--- src/rtl/flop_pkg.sv ---
package flop_pkg;

    localparam int unsigned DW     = 8;
    localparam int unsigned NCAUSE = 6;
    localparam int unsigned IDX_W  = 4;

    typedef enum logic [IDX_W-1:0] {
        RG_DATA    = 4'd0,
        RG_TIMER   = 4'd1,
        RG_ERROR   = 4'd2,
        RG_MODE    = 4'd3,
        RG_SELECT  = 4'd4,
        RG_SETUP   = 4'd5,
        RG_CTL_CLR = 4'd6,
        RG_CTL_SET = 4'd7,
        RG_CAUSE   = 4'd8,
        RG_SEEKN   = 4'd9,
        RG_TRACK   = 4'd10,
        RG_SECT    = 4'd11,
        RG_GAP     = 4'd12,
        RG_FSECT   = 4'd13,
        RG_NSECT   = 4'd14,
        RG_IEN     = 4'd15
    } reg_idx_e;

    // cause bit positions
    localparam int unsigned CB_TIMER = 0;
    localparam int unsigned CB_SEEK  = 1;
    localparam int unsigned CB_SEC   = 2;
    localparam int unsigned CB_XFER  = 3;
    localparam int unsigned CB_DCHG  = 4;
    localparam int unsigned CB_ERR   = 5;

    localparam int unsigned CTL_IRQ_EN  = 0;
    localparam int unsigned SETUP_SWRST = 7;

    typedef enum logic [1:0] {
        TM_IDLE  = 2'd0,
        TM_COUNT = 2'd1,
        TM_DONE  = 2'd2
    } tmr_state_e;

endpackage

--- src/rtl/flop_tick.sv ---
module flop_tick #(
    parameter int unsigned DIV = 200
) (
    input  logic clk,
    input  logic rst_n,
    output logic tick
);
    localparam int unsigned CW = (DIV > 1) ? $clog2(DIV) : 1;
    localparam logic [CW-1:0] LAST = CW'(DIV - 1);

    logic [CW-1:0] cnt_q;

    assign tick = (cnt_q == LAST);

    always_ff @(posedge clk or negedge rst_n) begin
        if (!rst_n)    cnt_q <= '0;
        else if (tick) cnt_q <= '0;
        else           cnt_q <= cnt_q + 1'b1;
    end
endmodule

--- src/rtl/flop_timer.sv ---
module flop_timer
    import flop_pkg::*;
#(
    parameter int unsigned TW = 8
) (
    input  logic          clk,
    input  logic          rst_n,
    input  logic          clr,
    input  logic          tick,
    input  logic          load,
    input  logic [TW-1:0] load_val,
    output logic [TW-1:0] cnt,
    output logic          done
);
    tmr_state_e    state_q, state_d;
    logic [TW-1:0] cnt_q, cnt_d;

    // next-state and next-count
    always_comb begin
        state_d = state_q;
        cnt_d   = cnt_q;
        if (clr) begin
            state_d = TM_IDLE;
            cnt_d   = '0;
        end else if (load) begin
            cnt_d   = load_val;
            state_d = (load_val != '0) ? TM_COUNT : TM_IDLE;
        end else begin
            unique case (state_q)
                TM_IDLE: begin
                    state_d = TM_IDLE;
                end
                TM_COUNT: begin
                    if (tick) begin
                        cnt_d = cnt_q - 1'b1;
                        if (cnt_q == TW'(1)) state_d = TM_DONE;
                    end
                end
                TM_DONE: begin
                    state_d = TM_IDLE;
                end
                default: begin
                    state_d = TM_IDLE;
                end
            endcase
        end
    end

    // state register
    always_ff @(posedge clk or negedge rst_n) begin
        if (!rst_n) begin
            state_q <= TM_IDLE;
            cnt_q   <= '0;
        end else begin
            state_q <= state_d;
            cnt_q   <= cnt_d;
        end
    end

    // outputs
    always_comb begin
        cnt  = cnt_q;
        done = 1'b0;
        unique case (state_q)
            TM_IDLE:  done = 1'b0;
            TM_COUNT: done = 1'b0;
            TM_DONE:  done = 1'b1;
            default:  done = 1'b0;
        endcase
    end
endmodule

--- src/rtl/flop_causes.sv ---
module flop_causes
    import flop_pkg::*;
#(
    parameter logic [DW-1:0] ERR_MASK = 8'hC5
) (
    input  logic              clk,
    input  logic              rst_n,
    input  logic              clr,
    input  logic              rd_cause,
    input  logic              rd_err,
    input  logic [NCAUSE-2:0] evt,
    input  logic [DW-1:0]     err_in,
    output logic [NCAUSE-1:0] cause,
    output logic [DW-1:0]     err
);
    logic [DW-1:0]     err_new;
    logic [NCAUSE-1:0] set_v;

    assign err_new = err_in & ERR_MASK;
    assign set_v   = {(|err_new), evt};

    for (genvar i = 0; i < NCAUSE; i++) begin : g_cause
        always_ff @(posedge clk or negedge rst_n) begin
            if (!rst_n)        cause[i] <= 1'b0;
            else if (clr)      cause[i] <= 1'b0;
            else if (rd_cause) cause[i] <= set_v[i];
            else               cause[i] <= cause[i] | set_v[i];
        end
    end

    for (genvar j = 0; j < DW; j++) begin : g_err
        if (ERR_MASK[j]) begin : g_live
            always_ff @(posedge clk or negedge rst_n) begin
                if (!rst_n)      err[j] <= 1'b0;
                else if (clr)    err[j] <= 1'b0;
                else if (rd_err) err[j] <= err_new[j];
                else             err[j] <= err[j] | err_new[j];
            end
        end else begin : g_tied
            assign err[j] = 1'b0;
        end
    end
endmodule

--- src/rtl/flop_regcore.sv ---
module flop_regcore
    import flop_pkg::*;
#(
    parameter int unsigned   AW          = 8,
    parameter int unsigned   STRIDE_LOG2 = 4,
    parameter int unsigned   TICK_DIV    = 200,
    parameter logic [DW-1:0] ERR_MASK    = 8'hC5
) (
    input  logic          clk,
    input  logic          rst_n,
    input  logic          bus_en,
    input  logic          bus_we,
    input  logic [AW-1:0] bus_addr,
    input  logic [DW-1:0] bus_wdata,
    output logic [DW-1:0] bus_rdata,
    input  logic          ev_seek_done,
    input  logic          ev_sec_seen,
    input  logic          ev_xfer_done,
    input  logic          ev_data_chg,
    input  logic [DW-1:0] err_evt,
    input  logic          drv_sense,
    input  logic          trk_ld,
    input  logic [DW-1:0] trk_val,
    input  logic          sec_ld,
    input  logic [DW-1:0] sec_val,
    output logic          irq,
    output logic [DW-1:0] ctl_bits,
    output logic [DW-1:0] sel_bits,
    output logic [DW-1:0] mode_bits,
    output logic [DW-1:0] setup_bits,
    output logic [DW-1:0] seek_cnt,
    output logic [DW-1:0] gap_len,
    output logic [DW-1:0] sec_first,
    output logic [DW-1:0] sec_count
);
    localparam int unsigned   TOP_SH   = STRIDE_LOG2 + IDX_W;
    localparam logic [AW-1:0] LOW_MASK = AW'((1 << STRIDE_LOG2) - 1);

    reg_idx_e idx;
    logic     acc_ok, wr, rd, swrst;

    logic [DW-1:0] data_q, mode_q, sel_q, setup_q, seekn_q, gap_q;
    logic [DW-1:0] fsect_q, nsect_q, ien_q, trk_q, sect_q;
    logic [DW-1:0] ctl_q, ctl_d;
    logic [DW-1:0] err_q, tmr_cnt, status_v;
    logic [NCAUSE-1:0] cause_q;
    logic          tick, tmr_done;

    // address decode: stride-aligned, in range
    assign acc_ok = bus_en && ((bus_addr & LOW_MASK) == '0) && ((bus_addr >> TOP_SH) == '0);
    assign idx    = reg_idx_e'(bus_addr[STRIDE_LOG2 +: IDX_W]);
    assign wr     = acc_ok && bus_we;
    assign rd     = acc_ok && !bus_we;
    assign swrst  = setup_q[SETUP_SWRST];

    // plain storage and sideband-loaded registers
    always_ff @(posedge clk or negedge rst_n) begin
        if (!rst_n) begin
            data_q  <= '0;
            mode_q  <= '0;
            sel_q   <= '0;
            setup_q <= '0;
            seekn_q <= '0;
            gap_q   <= '0;
            fsect_q <= '0;
            nsect_q <= '0;
            ien_q   <= '0;
            trk_q   <= '0;
            sect_q  <= '0;
        end else begin
            if (wr) begin
                case (idx)
                    RG_DATA:   data_q  <= bus_wdata;
                    RG_MODE:   mode_q  <= bus_wdata;
                    RG_SELECT: sel_q   <= bus_wdata;
                    RG_SETUP:  setup_q <= bus_wdata;
                    RG_SEEKN:  seekn_q <= bus_wdata;
                    RG_GAP:    gap_q   <= bus_wdata;
                    RG_FSECT:  fsect_q <= bus_wdata;
                    RG_NSECT:  nsect_q <= bus_wdata;
                    RG_IEN:    ien_q   <= bus_wdata;
                    default: ;
                endcase
            end
            if (trk_ld) trk_q  <= trk_val;
            if (sec_ld) sect_q <= sec_val;
        end
    end

    // control word: clear-address / set-address
    always_comb begin
        ctl_d = ctl_q;
        if (swrst)                         ctl_d = '0;
        else if (wr && idx == RG_CTL_CLR)  ctl_d = ctl_q & ~bus_wdata;
        else if (wr && idx == RG_CTL_SET)  ctl_d = ctl_q | bus_wdata;
    end

    always_ff @(posedge clk or negedge rst_n) begin
        if (!rst_n) ctl_q <= '0;
        else        ctl_q <= ctl_d;
    end

    flop_tick #(.DIV(TICK_DIV)) u_tick (
        .clk   (clk),
        .rst_n (rst_n),
        .tick  (tick)
    );

    flop_timer #(.TW(DW)) u_timer (
        .clk      (clk),
        .rst_n    (rst_n),
        .clr      (swrst),
        .tick     (tick),
        .load     (wr && idx == RG_TIMER),
        .load_val (bus_wdata),
        .cnt      (tmr_cnt),
        .done     (tmr_done)
    );

    flop_causes #(.ERR_MASK(ERR_MASK)) u_causes (
        .clk      (clk),
        .rst_n    (rst_n),
        .clr      (swrst),
        .rd_cause (rd && idx == RG_CAUSE),
        .rd_err   (rd && idx == RG_ERROR),
        .evt      ({ev_data_chg, ev_xfer_done, ev_sec_seen, ev_seek_done, tmr_done}),
        .err_in   (err_evt),
        .cause    (cause_q),
        .err      (err_q)
    );

    assign irq = ctl_q[CTL_IRQ_EN] && ((cause_q & ien_q[NCAUSE-1:0]) != '0);

    assign status_v = {2'b00, (err_q != '0), 1'b0, drv_sense, 1'b0, irq, 1'b0};

    // read mux
    always_comb begin
        bus_rdata = '0;
        if (rd) begin
            unique case (idx)
                RG_DATA:    bus_rdata = data_q;
                RG_TIMER:   bus_rdata = tmr_cnt;
                RG_ERROR:   bus_rdata = err_q;
                RG_MODE:    bus_rdata = mode_q;
                RG_SELECT:  bus_rdata = sel_q;
                RG_SETUP:   bus_rdata = setup_q;
                RG_CTL_CLR: bus_rdata = ctl_q;
                RG_CTL_SET: bus_rdata = status_v;
                RG_CAUSE:   bus_rdata = {{(DW-NCAUSE){1'b0}}, cause_q};
                RG_SEEKN:   bus_rdata = seekn_q;
                RG_TRACK:   bus_rdata = trk_q;
                RG_SECT:    bus_rdata = sect_q;
                RG_GAP:     bus_rdata = gap_q;
                RG_FSECT:   bus_rdata = fsect_q;
                RG_NSECT:   bus_rdata = nsect_q;
                RG_IEN:     bus_rdata = ien_q;
                default:    bus_rdata = '0;
            endcase
        end
    end

    assign ctl_bits   = ctl_q;
    assign sel_bits   = sel_q;
    assign mode_bits  = mode_q;
    assign setup_bits = setup_q;
    assign seek_cnt   = seekn_q;
    assign gap_len    = gap_q;
    assign sec_first  = fsect_q;
    assign sec_count  = nsect_q;
endmodule

--- config.mk ---
export PLATFORM = sky130hd
export DESIGN_NAME = flop_regcore
export DESIGN_NICKNAME = d
export VERILOG_FILES = /design/src/rtl/flop_pkg.sv /design/src/rtl/flop_tick.sv /design/src/rtl/flop_timer.sv /design/src/rtl/flop_causes.sv /design/src/rtl/flop_regcore.sv
export SDC_FILE = /design/constraint.sdc
export NUM_CORES = 1
export LEC_CHECK = 0
export BUFFER_PORTS_ARGS = -buffer_cell sky130_fd_sc_hd__buf_2
export CORE_MARGIN = 2
export CORE_UTILIZATION = 45
export DETAILED_ROUTE_END_ITERATION = 8
export GPL_TIMING_DRIVEN = 1
export PLACE_DENSITY = 0.72
export SLEW_MARGIN = 20
export SYNTH_ARGS = -nofsm -noshare
export SYNTH_HDL_FRONTEND = slang
export SYNTH_SLANG_ARGS = --single-unit
--- constraint.sdc ---
create_clock -name clk -period 3.1 [get_ports clk]
set_input_delay 0.465 -clock clk [delete_from_list [all_inputs] [get_ports clk]]
set_output_delay 0.465 -clock clk [all_outputs]
set_load 0.02 [all_outputs]
==> flow_metrics.tcl, run 1 <==
set metrics [dict create \
    cp-end-kind "primary output" \
    async_flop_share 1.000 \
    num_io_pins 124 \
    port_buffers 119 \
    antenna_found_initial 0 \
    wirelength_um 20070 \
    ctsHoldBuffers 0 \
    yosys.area.top_type "dfrtp_1" \
    finClkSkew_ns 0.008211 \
    die_x_um 122.9 \
    grt.overflow.total 0 \
    wl_per_cell_um 22.13 \
    clk_pin_slew_ns 0.06 \
    synthCells 577 \
    core_mm2 0.01383 \
    syn_area_mm2 0.006365 \
    cts-root-buf "clkbuf_16" \
    ant_nets 0 \
    avgSynthCellArea_um2 11.03 \
    hold_viol 0 \
    critPathArrivalTime_ns 2.40 \
    dpl_cell_area_mm2 0.007328 \
    synth-xor-area-share 0.01514 \
    synth_area_leaders "dfrtp_1 49%, mux2_2 16%, a21oi_1 2.9%, mux2i_1 2.4%, nand2_1 2.4%" \
    grt_pass1_wl_um 31090 \
    syn_nets 631 \
    drive_above_1_share 0.4195 \
    cp_num_buf_inv 4 \
    grt_pass1_vias 5538 \
    viasPerCell 6.096 \
    synth_edf_count 0 \
    cp_top_family "buffers and inverters" \
    synthMuxAreaShare 0.1899 \
    first_pass_iters 5 \
    synthMostInstantiatedCell "dfrtp_1" \
    synth_compound_area_frac 0.1168 \
    path_cells "buf_2, buf_4, buf_4, nor2_2, nand2_1, o21ai_0, a21oi_1, buf_2" \
    critical_path.max_stage_delay_ns 0.38 \
    netlist_top_cells_count "124 x dfrtp_1, 92 x mux2_2, 40 x nand2_1" \
    die_y_um 122.9 \
    powerDensity_mw_per_mm2 540.9 \
    fp-row-count 43 \
    cp_max_fo 16 \
    ys_ff_latch 124 \
    ir_worst_vdd_mv 0.3512 \
    cts-buffers-inserted 17 \
    synthSimpleGateAreaFrac 0.1541 \
    clock.fmax_mhz 349.5 \
    initialDrtViolationCount 583 \
    hold_class "in -> async" \
    critPathKind "in -> out" \
    yosys.area_share.adder 0.005897 \
    synth.distinct_cells 62 \
    die-area_mm2 0.01511 \
    cts_tree "done" \
    fin_area_mm2 0.007913 \
    ys_seq_area_frac 0.4875 \
    grt_max_degree 52 \
    cts.sinks 124 \
    nFillCells 1164 \
    tightest_slew_ns 0.6765 \
    gp_congestion 0.9836 \
    finalSetupViolCount 0 \
    drc 0 \
    clock_path_buffers 2 \
    status "complete, no violations" \
    clk_latency_ns 0.41 \
    finalCritPeriodShare 0.9229 \
    vias 5529 \
    total_power_mw 4.280 \
    synth_top_cell_area_share 0.4875 \
    p_leak_nw 3.724 \
    rsz0062_at_grt "no" \
    initial_core_util 0.4603 \
    nNetsFinal 768 \
    maxCapViolCount 0 \
    grt_use_total 0.2772 \
    finalSetupTns_ns 0 \
    synth_top_family_by_area "multiplexers" \
    crit_path_start_kind "primary input" \
    required_ns 2.63 \
    slowest_stage "nor2_2" \
    synth-warning-count 0 \
    post-route-util 0.5723 \
    min_period_ns 2.861 \
    hpwl_um 14610 \
    slew_violations 0 \
    area_growth_pct 24.32 \
    slew_headroom 0.5448 \
    cts_max_level 4 \
    cts_setup_buffers 0 \
    antenna_cells 0 \
    cts-resized-gates 0 \
    ys.flop_type "dfrtp_1" \
]
state kept, by name, summed over array words and instances (netlist names):
signal           flops
setup_bits           8
u_timer.state_q      2
sel_bits             8
data_q               8
sec_count            8
ctl_bits             8
u_timer.cnt          8
sec_first            8
u_causes.err         4
trk_q                8
sect_q               8
seek_cnt             8
u_tick.cnt_q         8
gap_len              8
u_causes.cause       6
mode_bits            8
ien_q                8
cell families after synthesis:
kind of cell | Yosys count
AND/OR/NAND/NOR | 170
flip-flops | 124
AO/OA/AOI/OAI | 113
multiplexers | 108
buffers and inverters | 48
XOR/XNOR | 11
adder cells (fa/ha/maj) | 3
cell type report:
cell class / instances / area, um2 / share of cell area
Inverter: 8 / 30.03 / 0.003795
Timing Repair Buffer: 158 / 903.4 / 0.1142
Tap cell: 180 / 225.2 / 0.02846
Multi-Input combinational cell: 405 / 3067 / 0.3876
Clock buffer: 19 / 442.9 / 0.05598
Sequential cell: 124 / 3103 / 0.3922
Clock inverter: 13 / 141.4 / 0.01787
path summary, 6_finish.rpt:
check	startpoint	end	slack (ns)	cells past startpoint
min in group clk	sec_val[6]	sect_q[6]	0.28	2
setup / recovery	bus_addr[4]	bus_rdata[5]	0.24	8
hold reg to reg	u_tick.cnt_q[0]	u_tick.cnt_q[0]	0.46	1
hold / removal	rst_n	u_tick.cnt_q[6]	0.03	1
max in group asynchronous	rst_n	ien_q[1]	2.20	2
setup reg to reg	u_timer.cnt[0]	u_timer.cnt[5]	0.96	5
worst reg2reg max path: stages (launching register included):
cell	delay, ns
dfrtp_1	0.44
or4b_1	0.61
nor4_1	0.50
nand2_1	0.13
xor2_1	0.16
a211oi_1	0.21
layer usage:
metal | GRT usage | share of wire
met1 | 0.3688 | 0.41
met2 | 0.4344 | 0.47
met3 | 0.06919 | 0.087
met4 | 0.1128 | 0.032
met5 | 0 | 0
through the flow:
| stage | instances | setup WS, ns | hold WS [ns] |
|---|---|---|---|
| 6_report | 907 | 0.2391 | 0.03308 |
| 5_1_grt | 907 | 0.2166 | 0.07220 |
| 4_1_cts | 907 | 0.3318 | 0.05169 |
| 3_5_place_dp | 875 | 0.3371 | 0.4604 |
| 3_3_place_gp | 875 | 0.3236 | 0.4463 |
| 2_1_floorplan | 577 | 0.6781 | 0.1694 |
report_power, final:
part / total [mW] / internal [mW] / leakage (nW) / switching (mW)
logic: 0.514 / 0.214 / 1.84 / 0.300
registers: 1.82 / 1.72 / 1.60 / 0.109
clock network: 1.94 / 1.21 / 0.280 / 0.736
total: 4.28 / 3.14 / 3.72 / 1.14
placed cells by master, fill, tap and decap left out, types with 6 or more instances in the layout:
master	n
inv_1	8
mux2_2	92
a31oi_1	10
nor2_1	29
buf_4	39
a22oi_1	9
nand2_1	40
nor3_1	7
clkbuf_16	17
buf_2	118
dfrtp_1	124
nand3_1	27
mux2i_1	15
o21ai_0	20
a21oi_1	37
xnor2_1	7
nor4_1	8
nand4_1	7
nor2b_1	11
a211oi_1	6
Note: power is estimated with default switching activity, not from simulation.
==> run 2: changes to the inputs <==
Settings changed: PLACE_DENSITY 0.72 to 0.75.
Clock period 3.1 ns to 2.4 ns, I/O delays scaled along.
==> run 2 against run 1 <==
  * Combinational power grew 34%
  * Flip-flop and latch count is the same
  * Clock-buffer cell count grew 3
  * Non-clock buffer count grew 22
  * Die area is the same
  * Clock skew shrank 0.00088 ns
  * Sequential share of layout area shrank 0.99 points
  * Core utilization grew 1.5 points
  * Via count grew 0.25%
  * Critical endpoint is now bus_rdata[2]
==> flow_metrics.tcl, run 2 (synthesis results as in run 1) <==
set metrics [dict create \
    wl_met2_um 9613 \
    first_pass_iters 6 \
    critPathArrivalTime_ns 2.00 \
    slew_violations 0 \
    dpl_cell_area_mm2 0.007498 \
    grt_use_total 0.2789 \
    grt_max_degree 125 \
    hold_class "in -> async" \
    num_io_pins 124 \
    maxCapViolCount 0 \
    mostFrequentLayoutCell "dfrtp_1" \
    crit_path_start_kind "primary input" \
    status "complete, no violations" \
    finalSetupViolCount 0 \
    p_clk_frac 0.436 \
    ant_nets 0 \
    swShare 0.2687 \
    final_cell_mix "124 x dfrtp_1, 114 x buf_2, 91 x mux2_2" \
    cts_max_level 4 \
    initialDrtViolationCount 533 \
    grt_pass1_vias 5502 \
    fin_area_mm2 0.008118 \
    power_frac_seq 0.437 \
    required_ns 2.04 \
    nNetsFinal 790 \
    cts-root-buf "clkbuf_16" \
    cp-end-kind "primary output" \
    wirelength_um 20340 \
    slew_headroom 0.5349 \
    p_leak_nw 3.821 \
    critical_path.max_stage_delay_ns 0.42 \
    powerDensity_mw_per_mm2 666.7 \
    hold_viol 0 \
    drt-met1-wl_um 8494 \
    die_y_um 122.9 \
    finClkSkew_ns 0.007332 \
    cts.sinks 124 \
    comb_power_share 0.127 \
    antenna_found_initial 0 \
    finalCritPeriodShare 0.9847 \
    gp_congestion 0.9629 \
    intPower_mw 3.958 \
    die_x_um 122.9 \
    clock_path_buffers 2 \
    path_cells "buf_2, buf_4, mux2i_2, o22ai_1, a2111oi_2, buf_4, a21oi_1, buf_2" \
    top_layer "met4" \
    ir_worst_vdd_mv 0.4877 \
    tightest_slew_ns 0.6977 \
    clock.fmax_mhz 423.1 \
    die-area_mm2 0.01511 \
    min_period_ns 2.363 \
    slowest_stage "a2111oi_2" \
    critPathKind "in -> out" \
    vias 5543 \
    wl_per_cell_um 21.89 \
    ctsHoldBuffers 0 \
    placed_cells 896 \
    area_growth_pct 27.54 \
    final-instance-count-excl-fill 929 \
    fp-row-count 43 \
    clk_latency_ns 0.41 \
    antenna_cells 0 \
    total_power_mw 5.412 \
    port_buffers 119 \
    p_switching_mw 1.454 \
    drive_above_1_share 0.4433 \
    met3_length_um 1588 \
    rsz0062_at_grt "yes" \
    hpwl_um 14980 \
    drc 0 \
    clk_pin_slew_ns 0.05 \
    cts_tree "done" \
    cp_max_fo 9 \
    viasPerCell 5.967 \
    grt.overflow.total 0 \
    grt_pass1_wl_um 31190 \
    core_mm2 0.01383 \
    cts-buffers-inserted 17 \
    initial_core_util 0.4603 \
]
run 2: cell types whose count changed in the layout (fill, tap and decap cells not counted), sizes merged:
cell,before,now
buf,158,180
clkinv,6,3
bufinv,2,1
inv,10,8
clkbuf,19,22
clkinvlp,3,6
run 2: power groups by stage:
stage               sequential (mW)  combinational (mW)  clock [mW]
floorplan                      2.37               0.365           0
global placement               2.39               0.649           0
detailed placement             2.39               0.670           0
CTS                            2.36               0.679        2.38
global route                   2.38               0.745        2.47
finish                         2.36               0.688        2.36
run 2: metal layers:
layer	vias up	global-route usage
met5	-	0
met4	0	0.1164
met3	56	0.05028
met2	264	0.4465
met1	2772	0.3745
li1	2451	-
run 2: layout make-up:
cell class,instances,area [um2]
clock inverters,10,93.84
flip-flops and latches,124,3103
inverters,8,30.03
fillers,1156,5709
clock buffers,22,454.2
well taps,180,225.2
repair buffers,180,1099
multi-input cells,405,3113
run 2: worst max-delay path: cells and delay by family:
kind | cells | cell delay (ns)
AOI/OAI and AO/OA | 3 | 0.61
buffers and inverters | 4 | 0.76
muxes | 1 | 0.26
run 2: timing repair:
action / CTS / global route
gates resized for setup: 6 / 12
pin swaps: 0 / 4
setup endpoints to repair: 5 / 5
setup buffers: 0 / 1
run 2: final timing paths:
check / from / endpoint / slack [ns] / cells past startpoint
setup reg to reg: u_timer.cnt[0] / u_timer.cnt[5] / 0.26 / 5
max in group asynchronous: rst_n / u_causes.err[0] / 1.83 / 2
setup / recovery: bus_addr[6] / bus_rdata[2] / 0.04 / 8
hold / removal: rst_n / u_tick.cnt_q[4] / 0.01 / 2
min in group clk: sec_val[6] / sect_q[6] / 0.17 / 2
hold reg to reg: u_tick.cnt_q[0] / u_tick.cnt_q[0] / 0.46 / 1
run 2: per-stage QoR:
step                      worst slack, ns  setup TNS, ns  hold WS, ns  utilization
after floorplan                    0.1881              0      0.06441            -
after global placement           -0.09405        -0.1488       0.4530       0.5423
after detailed placement          -0.1402        -0.1732       0.4618       0.5423
after CTS                        0.002449              0      0.07625       0.5835
after global routing             -0.05165       -0.05953      0.08740       0.5871
final                             0.03672              0     0.009652       0.5871
==> run 3: changes to the inputs <==
Settings changed: CORE_UTILIZATION 45 to 50, PLACE_DENSITY 0.75 to 0.81.
==> run 3 against run 2 <==
  * Global-route usage is 2.8 points higher
  * Clock skew is 0.0024 ns lower
  * Routed wire length is 0.51% lower
  * Via count is 1.3% higher
  * Cell count is 0.75% lower
  * Sequential power hardly changed
  * Maximum frequency is 0.61% lower
  * Core utilization is 6.6 points higher
  * Design area is 0.66% higher
  * Worst hold slack better by 0.16 ns
  * Die area is 9.7% lower
  * Largest power group is now clock
  * Combinational power is 2% higher
==> flow_metrics.tcl, run 3 (synthesis results as in run 1) <==
set metrics [dict create \
    status "complete, no violations" \
    drive_above_1_share 0.4440 \
    tightest_slew_ns 0.4998 \
    min_period_ns 2.378 \
    ant_nets 0 \
    antenna_cells 0 \
    p_switching_mw 1.405 \
    nFillCells 987 \
    reg2reg_from "u_timer.cnt[0]" \
    grt_use_total 0.3064 \
    clk_pin_slew_ns 0.05 \
    maxCapViolCount 0 \
    power_frac_seq 0.423 \
    grt_pass1_wl_um 30800 \
    clock_path_buffers 2 \
    path_cells "mux4_2, a31oi_1, nand3_1, o221a_4, buf_6" \
    finClkSkew_ns 0.004965 \
    drc 0 \
    required_ns 2.04 \
    wirelength_um 20240 \
    critPathKind "reg -> out" \
    fp-row-count 41 \
    wl_per_cell_um 21.95 \
    cts-root-buf "clkbuf_16" \
    rsz0062_at_grt "no" \
    hold_viol 0 \
    port_buffers 119 \
    ir_worst_vdd_mv 0.5398 \
    slew_violations 0 \
    rr_worst_depth 5 \
    antenna_found_initial 0 \
    core_mm2 0.01252 \
    grt_pass1_vias 5536 \
    clock.fmax_mhz 420.6 \
    intPower_mw 4.177 \
    hold_slack_ns 0.1724 \
    mostFrequentLayoutCell "dfrtp_1" \
    critPathArrivalTime_ns 2.02 \
    finalSetupViolCount 0 \
    setup_ws_ns 0.02223 \
    die_y_um 116.8 \
    finalSetupTns_ns 0 \
    num_io_pins 124 \
    first_pass_iters 5 \
    post-route-util 0.6528 \
    cp-end-kind "primary output" \
    area_growth_pct 28.39 \
    holdPathEnd "trk_q[1]" \
    whs_path_depth 2 \
    r2r_end "u_timer.cnt[5]" \
    gp_congestion 0.9426 \
    die-area_mm2 0.01365 \
    hold_class "in -> reg" \
    die_x_um 116.8 \
    viasPerCell 6.090 \
    post-place-ws_ns -0.05929 \
    grt.overflow.total 0 \
    hpwl_um 14900 \
    initialDrtViolationCount 507 \
    cts_max_level 4 \
    regToRegSetupSlack_ns 0.32 \
    powerDensity_mw_per_mm2 683.1 \
    clk_latency_ns 0.42 \
    final_cell_mix "124 x dfrtp_1, 116 x buf_2, 92 x mux2_2" \
    cts_tree "done" \
    comb_power_share 0.125 \
    cts.sinks 124 \
    critical_path.max_stage_delay_ns 0.50 \
    min_from "trk_val[1]" \
    vias 5615 \
    slowest_stage "mux4_2" \
    initial_core_util 0.5085 \
    total_power_mw 5.582 \
    p_clk_frac 0.452 \
    cts-buffers-inserted 17 \
    grt_max_degree 62 \
    finalCritPeriodShare 0.9907 \
    nNetsFinal 795 \
    slew_headroom 0.6637 \
    swShare 0.2517 \
    cp_max_fo 2 \
    p_leak_nw 3.874 \
    crit_path_start_kind "flip-flop" \
]
==> run 3: repair_timing <==
item,in CTS,in global routing
hold buffers,1,0
pin swaps,5,1
resized for setup,7,10
buffers inserted,2,0
endpoints found under the setup margin,3,6
hold endpoints to repair,29,0
==> run 3: through the flow <==
step	cell area (um2)	cells
after floorplan	6365	577
after global placement	7511	891
after detailed placement	7511	891
after CTS	8135	922
after global routing	8172	922
final	8172	922
==> run 3: final cells by class <==
type                    count  area (um2)  area share
clock inverters             8       120.1     0.01470
clock buffers              20       456.7     0.05589
inverters                   8       30.03    0.003675
repair buffers            185        1137      0.1392
flip-flops and latches    124        3103      0.3797
multi-input cells         405        3109      0.3805
well taps                 172       215.2     0.02634
==> run 3: worst max-delay path: cells and delay by family, from the launching register on <==
kind,cells,cell delay (ns)
mux,1,0.50
compound gates,2,0.44
flops,1,0.42
simple gates,1,0.11
buf+inv,1,0.13
==> run 3: metal layers <==
layer | routed length (um) | vias to the layer above | GRT usage
li1 | - | 2465 | -
met1 | 8340 | 2785 | 0.4029
met2 | 9535 | 302 | 0.4844
met3 | 1460 | 63 | 0.06488
met4 | 901 | 0 | 0.1537
met5 | 0 | - | 0
==> run 3: power by group through the flow <==
| stage | clock [mW] | sequential [mW] | combinational (mW) |
|---|---|---|---|
| floorplan | 0 | 2.37 | 0.365 |
| global placement | 0 | 2.38 | 0.657 |
| detailed placement | 0 | 2.39 | 0.677 |
| CTS | 2.55 | 2.35 | 0.689 |
| global route | 2.63 | 2.37 | 0.755 |
| finish | 2.52 | 2.36 | 0.700 |
==> run 3: how the worst max path moves through the flow <==
stage	slack (ns)	start	cells after the start	to
2_1_floorplan	0.19	bus_addr[4]	6	bus_rdata[4]
3_3_place_gp	-0.1	bus_addr[4]	9	bus_rdata[2]
3_5_place_dp	-0.06	bus_addr[4]	9	bus_rdata[2]
4_1_cts	0.002	ien_q[1]	5	bus_rdata[1]
5_1_grt	0.006	bus_addr[6]	8	bus_rdata[6]
6_report	0.02	ien_q[1]	5	bus_rdata[1]
